File: src/rtl/lod_pkg.sv
package lod_pkg;

    // States of the alternating cycle generator
    typedef enum logic [1:0] {
        CYC_PARKED = 2'd0,
        CYC_LOW    = 2'd1,
        CYC_HIGH   = 2'd2
    } cyc_state_e;

endpackage

File: src/rtl/lod_lead_one.sv
module lod_lead_one #(
    parameter int W  = 15,
    parameter int PW = $clog2(W)
) (
    input  logic [W-1:0]  vec,
    output logic [PW-1:0] pos
);

    // Highest set bit wins; an all-zero vector reports position 0
    always_comb begin
        pos = '0;
        for (int i = 0; i < W; i++) begin
            if (vec[i]) pos = PW'(i);
        end
    end

endmodule

File: src/rtl/lod_delay_line.sv
module lod_delay_line #(
    parameter int DEPTH = 4,
    parameter int TAP   = 3
) (
    input  logic clk,
    input  logic rst_n,
    input  logic din,
    output logic tap_o,
    output logic last_o
);

    logic [DEPTH-1:0] stage_q;

    generate
        for (genvar g = 0; g < DEPTH; g++) begin : g_stage
            if (g == 0) begin : g_head
                always_ff @(posedge clk or negedge rst_n) begin
                    if (!rst_n) stage_q[g] <= 1'b0;
                    else        stage_q[g] <= din;
                end
            end else begin : g_body
                always_ff @(posedge clk or negedge rst_n) begin
                    if (!rst_n) stage_q[g] <= 1'b0;
                    else        stage_q[g] <= stage_q[g-1];
                end
            end
        end
    endgenerate

    assign tap_o  = stage_q[TAP-1];
    assign last_o = stage_q[DEPTH-1];

endmodule

File: src/rtl/lod_cycle_fsm.sv
module lod_cycle_fsm
    import lod_pkg::*;
#(
    parameter int NCYC_W = 4
) (
    input  logic              clk,
    input  logic              rst_n,
    input  logic              span_start,
    input  logic [NCYC_W-1:0] ncyc,
    output logic              cycle_o
);

    cyc_state_e state_q, state_d;

    // State register
    always_ff @(posedge clk or negedge rst_n) begin
        if (!rst_n) state_q <= CYC_PARKED;
        else        state_q <= state_d;
    end

    // Next-state selection
    always_comb begin
        state_d = state_q;
        if (span_start) begin
            state_d = (ncyc == '0) ? CYC_PARKED : CYC_LOW;
        end else begin
            unique case (state_q)
                CYC_PARKED: state_d = CYC_PARKED;
                CYC_LOW:    state_d = CYC_HIGH;
                CYC_HIGH:   state_d = CYC_LOW;
                default:    state_d = CYC_PARKED;
            endcase
        end
    end

    // Output decode
    always_comb begin
        unique case (state_q)
            CYC_HIGH: cycle_o = 1'b1;
            default:  cycle_o = 1'b0;
        endcase
    end

endmodule

File: src/rtl/lod_calc.sv
module lod_calc
    import lod_pkg::*;
#(
    parameter int LOD_W      = 15,
    parameter int FRAC_BITS  = 5,
    parameter int FRAC_OUT_W = 8,
    parameter int IDX_W      = 3,
    parameter int NCYC_W     = 4,
    parameter int LOAD_DLY_A = 3,
    parameter int LOAD_DLY_B = 4
) (
    input  logic                    clk,
    input  logic                    rst_n,
    input  logic [LOD_W+1:0]        lod_raw,
    input  logic [LOD_W-1:0]        lod_min,
    input  logic [IDX_W-1:0]        level_max,
    input  logic                    sharpen_en,
    input  logic                    detail_en,
    input  logic                    load,
    input  logic                    span_start,
    input  logic [NCYC_W-1:0]       ncyc,
    output logic [IDX_W-1:0]        level_o,
    output logic [FRAC_OUT_W:0]     frac_o,
    output logic                    ge_one_o,
    output logic                    load_d3_o,
    output logic                    load_d4_o,
    output logic                    cycle_o
);

    localparam int POS_W   = $clog2(LOD_W);
    localparam int EXT_W   = LOD_W + FRAC_OUT_W;
    localparam int TOP_SH  = (1 << IDX_W) + FRAC_BITS;
    localparam logic [LOD_W-1:0] LOD_ONE = {{(LOD_W-1){1'b0}}, 1'b1} << FRAC_BITS;
    localparam logic [LOD_W-1:0] LOD_TOP = {{(LOD_W-1){1'b0}}, 1'b1} << TOP_SH;

    // ---------------- stage A: clamp ----------------
    logic [LOD_W-1:0] clamp_c;
    logic [LOD_W-1:0] a_clamp_q;
    logic             a_sharp_q, a_detail_q;
    logic [IDX_W-1:0] a_lmax_q;

    always_comb begin
        if (lod_raw[LOD_W+1])                    clamp_c = lod_min;
        else if (lod_raw[LOD_W])                 clamp_c = '1;
        else if (lod_raw[LOD_W-1:0] < lod_min)   clamp_c = lod_min;
        else                                     clamp_c = lod_raw[LOD_W-1:0];
    end

    always_ff @(posedge clk or negedge rst_n) begin
        if (!rst_n) begin
            a_clamp_q  <= '0;
            a_sharp_q  <= 1'b0;
            a_detail_q <= 1'b0;
            a_lmax_q   <= '0;
        end else begin
            a_clamp_q  <= clamp_c;
            a_sharp_q  <= sharpen_en;
            a_detail_q <= detail_en;
            a_lmax_q   <= level_max;
        end
    end

    // ---------------- stage B: level, flags, raw fraction ----------------
    logic [POS_W-1:0]      lead_pos;
    logic [POS_W-1:0]      idx_full;
    logic                  b_min_c, b_max_c;
    logic [IDX_W-1:0]      b_idx_c;
    logic [FRAC_OUT_W-1:0] b_frac_c;
    logic [EXT_W-1:0]      frac_ext;

    logic                  b_min_q, b_max_q, b_ge_q, b_sharp_q, b_detail_q;
    logic [IDX_W-1:0]      b_idx_q;
    logic [FRAC_OUT_W-1:0] b_frac_q;

    lod_lead_one #(.W(LOD_W), .PW(POS_W)) i_lead (
        .vec (a_clamp_q),
        .pos (lead_pos)
    );

    always_comb begin
        b_min_c  = (a_clamp_q < LOD_ONE);
        idx_full = lead_pos - POS_W'(FRAC_BITS);
        b_max_c  = (a_clamp_q >= LOD_TOP) ||
                   (!b_min_c && (idx_full >= POS_W'(a_lmax_q)));
        if (b_max_c)      b_idx_c = a_lmax_q;
        else if (b_min_c) b_idx_c = '0;
        else              b_idx_c = idx_full[IDX_W-1:0];
        frac_ext = {a_clamp_q, {FRAC_OUT_W{1'b0}}} >> lead_pos;
        b_frac_c = frac_ext[FRAC_OUT_W-1:0];
    end

    always_ff @(posedge clk or negedge rst_n) begin
        if (!rst_n) begin
            b_min_q    <= 1'b0;
            b_max_q    <= 1'b0;
            b_ge_q     <= 1'b0;
            b_sharp_q  <= 1'b0;
            b_detail_q <= 1'b0;
            b_idx_q    <= '0;
            b_frac_q   <= '0;
        end else begin
            b_min_q    <= b_min_c;
            b_max_q    <= b_max_c;
            b_ge_q     <= !b_min_c;
            b_sharp_q  <= a_sharp_q;
            b_detail_q <= a_detail_q;
            b_idx_q    <= b_idx_c;
            b_frac_q   <= b_frac_c;
        end
    end

    // ---------------- stage C: forcing and sign ----------------
    logic [FRAC_OUT_W-1:0] fc_c;
    logic [FRAC_OUT_W:0]   fsigned_c;

    always_comb begin
        if (b_sharp_q || b_detail_q) fc_c = b_frac_q;
        else if (b_max_q)            fc_c = '1;
        else if (b_min_q)            fc_c = '0;
        else                         fc_c = b_frac_q;
        if (b_min_q && b_sharp_q) fsigned_c = ~{1'b0, fc_c} + 1'b1;
        else                      fsigned_c = {1'b0, fc_c};
    end

    always_ff @(posedge clk or negedge rst_n) begin
        if (!rst_n) begin
            level_o  <= '0;
            frac_o   <= '0;
            ge_one_o <= 1'b0;
        end else begin
            level_o  <= b_idx_q;
            frac_o   <= fsigned_c;
            ge_one_o <= b_ge_q;
        end
    end

    // ---------------- side paths ----------------
    lod_delay_line #(.DEPTH(LOAD_DLY_B), .TAP(LOAD_DLY_A)) i_load_dly (
        .clk    (clk),
        .rst_n  (rst_n),
        .din    (load),
        .tap_o  (load_d3_o),
        .last_o (load_d4_o)
    );

    lod_cycle_fsm #(.NCYC_W(NCYC_W)) i_cyc (
        .clk        (clk),
        .rst_n      (rst_n),
        .span_start (span_start),
        .ncyc       (ncyc),
        .cycle_o    (cycle_o)
    );

endmodule

File: config.mk
export PLATFORM = sky130hd
export DESIGN_NAME = lod_calc
export DESIGN_NICKNAME = d
export VERILOG_FILES = /design/src/rtl/lod_pkg.sv /design/src/rtl/lod_lead_one.sv /design/src/rtl/lod_delay_line.sv /design/src/rtl/lod_cycle_fsm.sv /design/src/rtl/lod_calc.sv
export SDC_FILE = /design/constraint.sdc
export NUM_CORES = 1
export LEC_CHECK = 0
export BUFFER_PORTS_ARGS = -buffer_cell sky130_fd_sc_hd__buf_2
export CAP_MARGIN = 10
export CORE_ASPECT_RATIO = 0.8
export CORE_MARGIN = 10
export CORE_UTILIZATION = 62
export CTS_BUF_LIST = sky130_fd_sc_hd__clkbuf_2 sky130_fd_sc_hd__clkbuf_4 sky130_fd_sc_hd__clkbuf_8
export DETAILED_ROUTE_END_ITERATION = 12
export HOLD_SLACK_MARGIN = 0.05
export PLACE_DENSITY = 0.9
export SLEW_MARGIN = 20
export SYNTH_ARGS = -nofsm -noshare
export SYNTH_HDL_FRONTEND = slang
export SYNTH_SLANG_ARGS = --single-unit
File: constraint.sdc
create_clock -name clk -period 5.3 [get_ports clk]
set_input_delay 0.795 -clock clk [delete_from_list [all_inputs] [get_ports clk]]
set_output_delay 0.795 -clock clk [all_outputs]
set_load 0.02 [all_outputs]
==> insert_results.sql <==
INSERT INTO impl_metrics (metric_group, metric, value, unit) VALUES
('run_status', 'outcome', 'complete, no violations', ''),
('clocking', 'cts_htree_levels', '2', ''),
('finish', 'fillers', '380', ''),
('clocking', 'cts_resized', '0', ''),
('finish', 'num_antenna_cells', '0', ''),
('worst_setup_path', 'critPathRequiredTime', '5.54', 'ns'),
('worst_setup_path', 'start_kind', 'flop', ''),
('synth', 'synth_area_leader_cell', 'sky130_fd_sc_hd__dfrtp_1', ''),
('place', 'routabilityCongestion', '0.973', ''),
('floorplanning', 'chipHeight', '84.3', 'um'),
('synth', 'fraction_of_synthesis_flops_using_an_asynchronous_set_or_reset_pin', '1.00', ''),
('synth', 'synth_area', '3200', 'um^2'),
('finish', 'drive_gt1_frac', '0.252', ''),
('worst_setup_path', 'timing.reg2reg.setup_slack', '2.28', 'ns'),
('finish', 'postLayoutCellArea', '3620', 'um^2'),
('timing', 'setup_total_negative_slack', '0', 'ns'),
('finish', 'area_growth', '12.9', '%'),
('floorplanning', 'core_region_area', '5010', 'um^2'),
('synth', 'syn_area_per_cell', '10.1', 'um^2'),
('timing', 'timing.slew.headroom', '0.541', ''),
('floorplanning', 'die_width', '100', 'um'),
('timing', 'final_setup_skew', '0.00496', 'ns'),
('clocking', 'postCtsHoldBufs', '0', ''),
('synth', 'synthesis.instances', '316', ''),
('timing', 'final_period_util', '0.570', ''),
('worst_setup_path', 'timing.setup.critical_path_class', 'reg2reg', ''),
('timing', 'worst_max_slew_pin_slew', '0.680', 'ns'),
('drt', 'dr.first_iter.drc_count', '250', ''),
('drt', 'drt-total-wl', '7.59', 'mm'),
('clocking', 'clock-root-buffer', 'sky130_fd_sc_hd__clkbuf_8', ''),
('power_and_ir_drop', 'power-per-cell-area', '280', 'nW/um^2'),
('synth', 'yosys_most_used_dff', 'sky130_fd_sc_hd__dfrtp_1', ''),
('worst_setup_path', 'end_kind', 'flop', ''),
('clocking', 'clk-insertion-delay-late', '0.32', 'ns'),
('finish', 'fin_nets', '436', ''),
('drt', 'wire_per_inst', '17.4', 'um'),
('drt', 'drtAntennaViolNets', '0', ''),
('clocking', 'cts_buffers', '5', ''),
('drt', 'drc', '0', ''),
('drt', 'avgViaCountPerCell', '6.18', ''),
('worst_setup_path', 'worst_r2r_src', 'a_clamp_q[13]', ''),
('synth', 'number_of_enable_type_register_cells_in_the_synthesized_netlist', '0', ''),
('worst_setup_path', 'critical_path.max_fanout', '11', ''),
('global_routing', 'grt_max_degree', '56', ''),
('clocking', 'postCtsSetupBuffers', '0', ''),
('place', 'detailed_place_hpwl', '5.89', 'mm'),
('global_routing', 'number_of_global_route_vias_before_repair', '2693', ''),
('hold_path', 'worstHoldPathCells', '0', ''),
('floorplanning', 'die_area', '8460', 'um^2'),
('timing', 'timing.final.max_slew_violations', '0', ''),
('worst_setup_path', 'worstReg2RegEnd', 'b_idx_q[1]', ''),
('synth', 'synth_cell_types', '65', ''),
('timing', 'max_clock_freq', '0.331', 'GHz'),
('global_routing', 'grt_first_pass_wirelength', '12.8', 'mm'),
('synth', 'synth-seq-area-share', '0.430', ''),
('power_and_ir_drop', 'leakage', '0.00168', 'uW'),
('place', 'count_of_port_buffers_added_during_placement', '60', ''),
('worst_setup_path', 'critical_path_arrival', '3.26', 'ns'),
('synth', 'synth.top_cell.area_share', '0.430', ''),
('timing', 'grt_setup_unrepaired', 'false', ''),
('drt', 'drt_pre_antenna_iters', '5', ''),
('power_and_ir_drop', 'fin_total_pwr', '1010', 'uW'),
('hold_path', 'hold_start', 'a_sharp_q', ''),
('clocking', 'max-clock-path-buffers', '2', ''),
('clocking', 'worst_setup_hold_path_clk_slew', '0.10', 'ns'),
('floorplanning', 'io_pins', '61', ''),
('hold_path', 'worstHoldPathType', 'reg2reg', ''),
('floorplanning', 'initial_cell_density_of_the_core', '0.639', ''),
('global_routing', 'track_usage', '0.181', ''),
('place', 'placedInstanceArea', '3520', 'um^2'),
('power_and_ir_drop', 'vdd_ir_drop_max', '0.228', 'mV');
through the flow:
step                hold slack [ns]  worst slack, ns  instances  utilization
floorplan                     0.331             2.65        316            -
global placement              0.333             2.19        427        0.702
detailed placement            0.335             2.04        427        0.702
CTS                           0.360             2.33        435        0.721
global route                  0.375             2.09        435        0.722
finish                        0.356             2.28        435        0.722
worst max-delay path: stages (launching register included):
cell	delay, ns
sky130_fd_sc_hd__dfrtp_1	0.53
sky130_fd_sc_hd__nor2_4	0.25
sky130_fd_sc_hd__o31ai_4	0.16
sky130_fd_sc_hd__o21ai_4	0.26
sky130_fd_sc_hd__inv_2	0.16
sky130_fd_sc_hd__ha_1	0.24
sky130_fd_sc_hd__xnor2_1	0.24
sky130_fd_sc_hd__ha_1	0.28
sky130_fd_sc_hd__nor2b_1	0.13
sky130_fd_sc_hd__o41ai_2	0.40
sky130_fd_sc_hd__inv_4	0.08
sky130_fd_sc_hd__o31ai_1	0.20
Yosys cell counts (all sizes together) (3+ instances only):
master	count
o41ai	3
clkbuf	4
nor4	3
a21oi	21
o31ai	7
inv	29
or3	3
mux2	3
xnor2	4
nor2b	7
o21ai	19
buf	8
o22ai	3
a2bb2oi	3
ha	19
a22oi	4
nand2b	4
a21o	5
nand2	21
o32a	15
mux2i	7
nand3	8
o311ai	3
nand4	3
dfrtp	55
nor2	20
a31oi	4
nor3	6
area by class of cell:
| type | instances | area [um^2] | share of cell area |
|---|---|---|---|
| clock buffer | 5 | 68.8 | 0.0190 |
| clock inverter | 3 | 27.5 | 0.00761 |
| inverter | 29 | 111 | 0.0308 |
| multi-input combinational | 220 | 1650 | 0.455 |
| sequential | 55 | 1380 | 0.381 |
| tap | 62 | 77.6 | 0.0215 |
| timing repair buffer | 61 | 308 | 0.0851 |
flip-flops by register name (all words and copies together) (netlist names), 2 cells and up:
register	count
frac_o	9
a_clamp_q	15
b_frac_q	8
b_idx_q	3
i_load_dly.stage_q	2
i_cyc.state_q	2
level_o	3
a_lmax_q	3
power breakdown:
part	switching (uW)	leakage [uW]	internal, uW
sequential	44.2	0.000616	463
combinational	150	0.00102	107
clock	151	0.0000463	97.3
worst max path at each step:
stage / start / to / slack, ns / cells past startpoint
global route: a_clamp_q[13] / b_idx_q[0] / 2.09 / 11
floorplan: a_clamp_q[5] / b_idx_q[0] / 2.65 / 12
finish: a_clamp_q[13] / b_idx_q[1] / 2.28 / 11
CTS: a_clamp_q[13] / b_idx_q[1] / 2.33 / 11
global placement: lod_min[14] / a_clamp_q[10] / 2.19 / 9
detailed placement: lod_min[8] / a_clamp_q[10] / 2.04 / 9
cell families after synthesis:
| logic type | after synthesis | share of synthesized area |
|---|---|---|
| adders and majority gates | 19 | 0.0742 |
| DFF | 55 | 0.430 |
| buffers and inverters | 41 | 0.0570 |
| AOI/OAI and AO/OA | 105 | 0.254 |
| muxes | 10 | 0.0336 |
| and+or+nand+nor | 81 | 0.138 |
| xor gates and xnor gates | 5 | 0.0137 |
placed cells by master (no fill, tap or decap), drive strengths merged, types with 3 or more instances in the layout:
cell type / netlist / routed
mux2i: 7 / 7
nor4: 3 / 3
nand2b: 4 / 4
a31oi: 4 / 4
o22ai: 3 / 3
a22oi: 4 / 4
nor3: 6 / 6
ha: 19 / 19
buf: 8 / 61
mux2: 3 / 3
inv: 29 / 30
a2bb2oi: 3 / 3
nor2: 20 / 20
nand3: 8 / 8
nand2: 21 / 21
a21oi: 21 / 21
or3: 3 / 3
o311ai: 3 / 3
a21o: 5 / 5
o21ai: 19 / 19
o32a: 15 / 15
o41ai: 3 / 3
nor2b: 7 / 7
clkbuf: 4 / 5
dfrtp: 55 / 55
o31ai: 7 / 7
nand4: 3 / 3
xnor2: 4 / 4
routing by layer:
layer / GRT usage / up-vias / part of all wire
li1: - / 1279 / -
met1: 0.231 / 1299 / 0.42
met2: 0.293 / 100 / 0.50
met3: 0.0459 / 9 / 0.069
met4: 0.0538 / 0 / 0.012
met5: 0 / - / 0
Note: power is estimated with default switching activity, not from simulation.
